File: src/rtl/irqs_pkg.sv
package irqs_pkg;

    localparam int STAT_W     = 32;
    localparam int LINES      = 8;
    localparam int EVT_W      = STAT_W - LINES;
    localparam int CLR_GROUPS = 7;
    localparam int DEV_W      = 3;
    localparam int ROUTE_W    = LINES * DEV_W;

    typedef enum logic [1:0] {
        SEL_STATUS = 2'd0,
        SEL_ENABLE = 2'd1,
        SEL_CLEAR  = 2'd2,
        SEL_ROUTE  = 2'd3
    } reg_sel_e;

    typedef struct packed {
        logic              wr;
        reg_sel_e          sel;
        logic [STAT_W-1:0] data;
    } reg_req_t;

    // Status-space masks, one per selector bit
    localparam logic [STAT_W-1:0] GROUP_MASK [CLR_GROUPS] = '{
        32'h0000_FD00,   // bus group plus byte-enable error
        32'h4001_0000,   // memory parity / size fault
        32'h003E_0000,   // link errors
        32'h0B80_0000,   // request dispatch
        32'h1400_0200,   // response buffer
        32'h2040_0000,   // overflow / unexpected response
        32'h8000_0000    // multiple-error flag
    };

    localparam logic [STAT_W-1:0] FATAL_MASK = 32'h3FC0_6000;

    function automatic logic [EVT_W-1:0] err_clear_mask(input logic [CLR_GROUPS-1:0] sel);
        logic [STAT_W-1:0] m;
        m = '0;
        for (int g = 0; g < CLR_GROUPS; g++) begin
            if (sel[g]) m = m | GROUP_MASK[g];
        end
        return m[STAT_W-1:LINES];
    endfunction

endpackage

File: src/rtl/irqs_sticky.sv
module irqs_sticky
    import irqs_pkg::*;
(
    input  logic                  clk,
    input  logic                  rst,
    input  logic [EVT_W-1:0]      evt,
    input  logic                  clr_stb,
    input  logic [CLR_GROUPS-1:0] clr_sel,
    input  logic [LINES-1:0]      lines,
    output logic [STAT_W-1:0]     status
);
    localparam int MULTI = EVT_W - 1;

    logic [EVT_W-1:0] err_q;
    logic [EVT_W-1:0] clr_vec;
    logic [LINES-1:0] lines_q;
    logic             prior_err;
    logic             new_err;

    assign clr_vec   = clr_stb ? err_clear_mask(clr_sel) : '0;
    assign prior_err = |err_q[MULTI-1:0];
    assign new_err   = |evt[MULTI-1:0];

    for (genvar b = 0; b < MULTI; b++) begin : g_err
        always_ff @(posedge clk) begin
            if (rst)
                err_q[b] <= 1'b0;
            else
                err_q[b] <= (err_q[b] & ~clr_vec[b]) | evt[b];
        end
    end

    always_ff @(posedge clk) begin
        if (rst)
            err_q[MULTI] <= 1'b0;
        else
            err_q[MULTI] <= (err_q[MULTI] & ~clr_vec[MULTI]) | evt[MULTI]
                            | (new_err & prior_err);
    end

    always_ff @(posedge clk) begin
        if (rst) lines_q <= '0;
        else     lines_q <= lines;
    end

    assign status = {err_q, lines_q};

endmodule

File: src/rtl/irqs_cfg.sv
module irqs_cfg
    import irqs_pkg::*;
(
    input  logic               clk,
    input  logic               rst,
    input  logic               en_wr,
    input  logic               route_wr,
    input  logic [STAT_W-1:0]  wdata,
    output logic [STAT_W-1:0]  enable,
    output logic [ROUTE_W-1:0] route
);
    always_ff @(posedge clk) begin
        if (rst)        enable <= '0;
        else if (en_wr) enable <= wdata;
    end

    for (genvar n = 0; n < LINES; n++) begin : g_route
        always_ff @(posedge clk) begin
            if (rst)
                route[n*DEV_W +: DEV_W] <= '0;
            else if (route_wr)
                route[n*DEV_W +: DEV_W] <= wdata[n*DEV_W +: DEV_W];
        end
    end

endmodule

File: src/rtl/irqs_outs.sv
module irqs_outs
    import irqs_pkg::*;
(
    input  logic [STAT_W-1:0] status,
    input  logic [STAT_W-1:0] enable,
    output logic              host_irq,
    output logic              fatal_err
);
    assign host_irq  = |(status & enable);
    assign fatal_err = |(status & FATAL_MASK);
endmodule

File: src/rtl/irq_group_ctrl.sv
module irq_group_ctrl
    import irqs_pkg::*;
(
    input  logic        clk,
    input  logic        rst,
    input  logic        reg_wr,
    input  logic [1:0]  reg_addr,
    input  logic [31:0] reg_wdata,
    output logic [31:0] reg_rdata,
    input  logic [23:0] err_evt,
    input  logic [7:0]  irq_lines,
    output logic        host_irq,
    output logic        fatal_err
);
    reg_req_t           req;
    logic [STAT_W-1:0]  status_w;
    logic [STAT_W-1:0]  enable_w;
    logic [ROUTE_W-1:0] route_w;

    assign req.wr   = reg_wr;
    assign req.sel  = reg_sel_e'(reg_addr);
    assign req.data = reg_wdata;

    irqs_sticky u_sticky (
        .clk     (clk),
        .rst     (rst),
        .evt     (err_evt),
        .clr_stb (req.wr && req.sel == SEL_CLEAR),
        .clr_sel (req.data[CLR_GROUPS-1:0]),
        .lines   (irq_lines),
        .status  (status_w)
    );

    irqs_cfg u_cfg (
        .clk      (clk),
        .rst      (rst),
        .en_wr    (req.wr && req.sel == SEL_ENABLE),
        .route_wr (req.wr && req.sel == SEL_ROUTE),
        .wdata    (req.data),
        .enable   (enable_w),
        .route    (route_w)
    );

    irqs_outs u_outs (
        .status    (status_w),
        .enable    (enable_w),
        .host_irq  (host_irq),
        .fatal_err (fatal_err)
    );

    always_comb begin
        unique case (req.sel)
            SEL_STATUS: reg_rdata = status_w;
            SEL_ENABLE: reg_rdata = enable_w;
            SEL_CLEAR:  reg_rdata = '0;
            SEL_ROUTE:  reg_rdata = {{(STAT_W-ROUTE_W){1'b0}}, route_w};
        endcase
    end

endmodule

File: config.mk
export PLATFORM = sky130hd
export DESIGN_NAME = irq_group_ctrl
export DESIGN_NICKNAME = d
export VERILOG_FILES = /design/src/rtl/irqs_pkg.sv /design/src/rtl/irqs_sticky.sv /design/src/rtl/irqs_cfg.sv /design/src/rtl/irqs_outs.sv /design/src/rtl/irq_group_ctrl.sv
export SDC_FILE = /design/constraint.sdc
export NUM_CORES = 1
export LEC_CHECK = 0
export BUFFER_PORTS_ARGS = -buffer_cell sky130_fd_sc_hd__buf_2
export CAP_MARGIN = 20
export CORE_ASPECT_RATIO = 1.4
export CORE_MARGIN = 2
export CORE_UTILIZATION = 41
export CTS_CLUSTER_SIZE = 16
export DETAILED_ROUTE_END_ITERATION = 10
export PLACE_DENSITY = 0.66
export RECOVER_POWER = 100
export SLEW_MARGIN = 20
export SYNTH_ARGS = -nofsm -noshare
export SYNTH_HDL_FRONTEND = slang
export SYNTH_SLANG_ARGS = --single-unit
File: constraint.sdc
create_clock -name clk -period 3.3 [get_ports clk]
set_clock_uncertainty 0.15 [all_clocks]
set_input_delay 0.165 -clock clk [delete_from_list [all_inputs] [get_ports clk]]
set_output_delay 0.165 -clock clk [all_outputs]
set_load 0.02 [all_outputs]
==> Word level (Yosys, flattened, before mapping) <==
Index checks and enable logic that the tools add are counted.
{ "word_totals": {"register_bits": 88, "output_inout_bits": 34} }
{ "op_classes": {"n_eq_ne": 3, "n_mux": 9, "bitwise_logic": 75, "n_reduce_logical": 8} }
{ "op_table": {"columns": ["cell", "n"], "rows": [
  ["32-bit case mux with 4 select lines", 1],
  ["23-bit OR reduction", 2],
  ["32-bit bitwise AND", 1],
  ["32-bit 2-to-1 mux", 1],
  ["32-bit OR reduction", 1],
  ["31-bit 2-to-1 mux", 1],
  ["30-bit 2-to-1 mux", 1],
  ["29-bit 2-to-1 mux", 1],
  ["28-bit 2-to-1 mux", 1],
  ["1-bit bitwise AND", 25],
  ["1-bit OR", 25],
  ["24-bit 2-to-1 mux", 1],
  ["1-bit NOT", 24],
  ["22-bit 2-to-1 mux", 1],
  ["16-bit 2-to-1 mux", 1],
  ["10-bit OR reduction", 1],
  ["2-bit equality test (second input constant)", 2],
  ["1-bit logical AND", 3],
  ["2-bit by 1-bit equality test with 1-bit output (second input constant)", 1],
  ["2-bit logical NOT", 1]
]} }

==> Longest topological paths before layout <==
{ "depth": {"word_depth": 12, "depth_mapped": 7, "ltp_nobuf": 4} }

==> By module <==
Synthesis repeated with hierarchy kept, for this count alone.
{ "unflattened": {"cells_unflattened": 401, "hier_area_um2": 4043.9} }
{ "by_module_without_submodules": {"columns": ["mod", "instances", "cells_each", "area_per_inst_um2", "seq_area_each_um2"], "rows": [
  ["irqs_cfg", 1, 181, 2043.2, 1121.1],
  ["irqs_sticky", 1, 115, 1066.0, 640.6],
  ["irq_group_ctrl", 1, 80, 760.7, 0.0],
  ["irqs_outs", 1, 25, 173.9, 0.0]
]} }

==> Least setup slack after synthesis <==
Ideal clock, no wire load.
{ "synth_path": {"path_type": "register -> output", "startpoint": "register u_sticky.err_q[20], in the netlist u_sticky.status[28]", "endpoint": "output host_irq", "arrival_ns": 1.209, "required_ns": 2.985, "setup_slack_ns": 1.776, "stages_incl_launch_ff": 4, "cell_sequence": "dfxtp_1 -> a22oi_1 -> nand4_1 -> or4_1"} }
{ "synth_between": {"elab_chain_cells": 2} }
{ "synth_rtl": {"columns": ["item", "line", "rtl"], "rows": [
  ["start: declaration", "irqs_sticky.sv:14", "logic [EVT_W-1:0] err_q;"],
  ["start signal: indexed assignment", "irqs_sticky.sv:29", "err_q[b] <= (err_q[b] & ~clr_vec[b]) | evt[b];"],
  ["32-bit bitwise AND", "irqs_outs.sv:9", "assign host_irq = |(status & enable);"],
  ["32-bit OR reduction", "irqs_outs.sv:9", null],
  ["end: declaration", "irq_group_ctrl.sv:12", "output logic host_irq,"]
]} }
Every way passes these cells.

==> Worst setup path in the final report <==
{ "layout_path": {"startpoint": "input reg_addr[0]", "endpoint": "register u_cfg.route[14]"} }
{ "layout_between": {"elab_chain_cells": 2} }
{ "layout_rtl": {"columns": ["item", "line", "rtl"], "rows": [
  ["start: declaration", "irq_group_ctrl.sv:7", "input logic [1:0] reg_addr,"],
  ["2-bit equality test", "irq_group_ctrl.sv:38", ".route_wr (req.wr && req.sel == SEL_ROUTE),"],
  ["1-bit logical AND", "irq_group_ctrl.sv:38", null],
  ["end signal: indexed assignment", "irqs_cfg.sv:22", "route[n*DEV_W +: DEV_W] <= wdata[n*DEV_W +: DEV_W];"],
  ["end: declaration", "irqs_cfg.sv:10", "output logic [ROUTE_W-1:0] route"]
]} }
Every way passes these cells.
A chain may end at the register's enable or synchronous reset.

==> flow_summary_export.csv <==
group,metric,value,unit
detailed_routing,drc_errors,0,
detailed_routing,vias,3942,
setup_path,reg2reg_from,"u_sticky.status[25]",
grt,grt_overflow_total,0,
timing,period_minus_slack,2.610,ns
die,core.rowCount,41,
synthesis,synth_common_cells,"119 x nand2_1, 88 x dfxtp_1, 81 x a21oi_1",
synthesis,ys_ff_latch,88,
detailed_routing,drt_iter0_markers,272,
outcome,outcome,"finished, violations left",
synthesis,syn-cell-area,3862,µm²
die,core_area,9080,µm²
power_and_ir_drop,switchingPower,0.6313,mW
synthesis,avgSynthCellArea,8.360,µm²
clocking,ctsHoldBuffers,64,
clocking,clk_latency,0.34,ns
synthesis,yosysUniqueCellTypes,25,
detailed_routing,wire_per_inst,17.64,µm
layout,nets,683,
placed_design,port_buffers,102,
detailed_routing,first_pass_iters,5,
timing,tightest_slew,1.922,ns
timing,hold_viol_final,0,
timing,setup-tns-final,0,ns
run,maxCapViolations,1,
setup_path,cp-start-kind,"primary input",
detailed_routing,via_per_inst,5.430,
setup_path,crit_end,"u_cfg.route[14]",
timing,maxSlewViolCount,44,
layout,area_delta_synth_final,35.08,%
synthesis,synthTopCellsByArea,"dfxtp_1 46%, nand2_1 12%, a21oi_1 10%, mux2_2 7.0%, a22o_1 5.4%",
synthesis,synth_cells,462,
clocking,cts_tree,"built",
power_and_ir_drop,peakVddDrop,297.4,µV
setup_path,r2r_end,"u_sticky.status[31]",
clocking,cts_made_buffers,9,
die,start_util,0.4254,
clocking,clock-sinks,88,
clocking,post_cts_resized,0,
timing,holdWs,0.2040,ns
timing,min_period_over_period,0.7908,
setup_path,cp.required,3.40,ns
setup_path,critPathMaxFanout,24,
setup_path,reg2reg_setup_slack,1.87,ns
setup_path,reg2reg_depth,4,
power_and_ir_drop,power_frac_comb,0.137,
clocking,cts_setup_buffers,0,
grt,gr-usage-all-layers,0.2549,
synthesis,synth_top_area_frac,0.4561,
synthesis,yosysTopAreaCell,"dfxtp_1",
synthesis,yosysMostFrequentCell,"nand2_1",
timing,rsz0062_at_grt,"no",
clocking,path_clk_slew,0.06,ns
placed_design,dpl.hpwl,8791,µm
detailed_routing,finalWirelength,12810,µm
synthesis,synth-edff-count,0,
die,die_x,86.03,µm
outcome,violations,"capacitance limit, slew limit",
synthesis,synthesis.nets,531,
clocking,clockBufferDepth,2,
setup_path,startpoint,"reg_addr[0]",
power_and_ir_drop,pwr-share-clk,0.391,
synthesis,ys.warnings.count,0,
die,dieArea,10220,µm²
setup_path,cp-end-kind,"register",
grt,grt_max_degree,44,
layout,diodes,0,
grt,grt_antenna_before_repair,0,
synthesis,async_flop_share,0,
synthesis,synth-seq-area-share,0.4561,
power_and_ir_drop,power.internal,1.837,mW
power_and_ir_drop,seq_power_share,0.472,
clocking,h-tree-depth,3,
timing,relSlewSlack,-0.2816,
setup_path,crit_type,"in2reg",
grt,grt_first_pass_wirelength,19980,µm
placed_design,routabilityCongestion,0.8809,
die,io_pins,103,
clocking,root_buffer,"clkbuf_16",
detailed_routing,final_antenna_net_count,0,
setup_path,arrival,2.71,ns
timing,finalSetupViolations,0,
power_and_ir_drop,p_sw_frac,0.2557,
die,fp.dieH,118.8,µm
timing,max_freq,383.2,MHz
grt,grt_pass1_vias,3906,
power_and_ir_drop,power-per-cell-area,473.1,nW/µm²
power_and_ir_drop,leakage,2.071,nW
hold_path,hold_class,"in2reg",
synthesis,synth_flop_cell,"dfxtp_1",
layout,drive_gt1_frac,0.1858,
-- stage by stage --
step                      setup slack (ns)  power (mW)  instances  instance area [µm²]  utilization
after floorplan                      1.776       1.347        462                 3862            -
after global placement               1.003       1.464        646                 4354       0.4795
after detailed placement            0.9878       1.470        646                 4354       0.4795
after CTS                           0.9791       2.483        726                 5280       0.5815
after global routing                0.4517       2.560        726                 5218       0.5746
final                               0.6902       2.468        726                 5218       0.5746
-- logic make-up (layout without fill, tap and decap cells) --
group,count (synthesis),after routing,share of synthesized area
AO/OA/AOI/OAI,122,122,0.1947
flip-flops,88,88,0.4561
AND/OR/NAND/NOR,187,187,0.2034
multiplexers,32,32,0.09070
buffers and inverters,33,190,0.05507
-- worst max-delay path, stage by stage --
cell      delay [ns]
clkbuf_1        0.61
clkbuf_1        0.87
and3_1          0.28
clkbuf_2        0.48
nand2_1         0.13
a21oi_1         0.16
-- per-layer routing --
layer	share of wire	GRT usage	vias to the layer above	wire length, µm
met3	0.061	0.04574	34	783
met5	0	0	-	0
met1	0.39	0.2939	1849	4946
li1	-	-	1913	-
met2	0.51	0.4399	146	6576
met4	0.039	0.1339	0	504
-- flip-flops by register name, indices dropped and copies added, names as in the netlist --
name,flops
u_sticky.lines_q,8
u_sticky.status,24
u_cfg.route,24
u_cfg.enable,32
-- how the worst min path moves through the flow --
stage                            start                   to  slack, ns  cells past startpoint
after floorplan             err_evt[2]  u_sticky.status[10]       0.13                      2
after global placement    irq_lines[1]  u_sticky.lines_q[1]       0.22                      2
after detailed placement  irq_lines[3]  u_sticky.lines_q[3]       0.23                      2
after CTS                       reg_wr     u_cfg.enable[20]       0.13                      5
after global routing            reg_wr     u_cfg.enable[20]       0.24                      5
final                           reg_wr     u_cfg.enable[20]       0.20                      5
-- final cells by class --
| class | count | area (µm²) |
|---|---|---|
| Tap cell | 107 | 133.9 |
| Fill cell | 821 | 3862 |
| Multi-Input combinational cell | 341 | 1886 |
| Clock inverter | 3 | 15.01 |
| Clock buffer | 13 | 270.3 |
| Sequential cell | 88 | 1762 |
| Timing Repair Buffer | 174 | 1151 |
-- power by group through the flow --
stage | Clock [mW] | Combinational [mW] | Sequential [mW]
2_1_floorplan | 0 | 0.184 | 1.16
4_1_cts | 0.978 | 0.341 | 1.16
5_1_grt | 1.02 | 0.366 | 1.17
3_5_place_dp | 0 | 0.281 | 1.19
6_report | 0.965 | 0.337 | 1.17
3_3_place_gp | 0 | 0.277 | 1.19
-- layout by cell type, fill, tap and decap left out, types with 3 or more instances in the layout --
master / Yosys / layout
a21oi_1: 81 / 81
a22o_1: 24 / 24
a22oi_1: 14 / 14
buf_2: 11 / 68
buf_4: 4 / 3
clkbuf_1: 10 / 39
clkbuf_16: 0 / 9
clkbuf_8: 0 / 3
clkinv_2: 0 / 3
dfxtp_1: 88 / 88
dlygate4sd3_1: 0 / 64
mux2_2: 24 / 24
mux2i_1: 8 / 8
nand2_1: 119 / 119
nand4_1: 6 / 6
nor2_1: 34 / 35
nor2b_1: 8 / 8
nor4_1: 9 / 9
(Power assumes the default switching activity.)
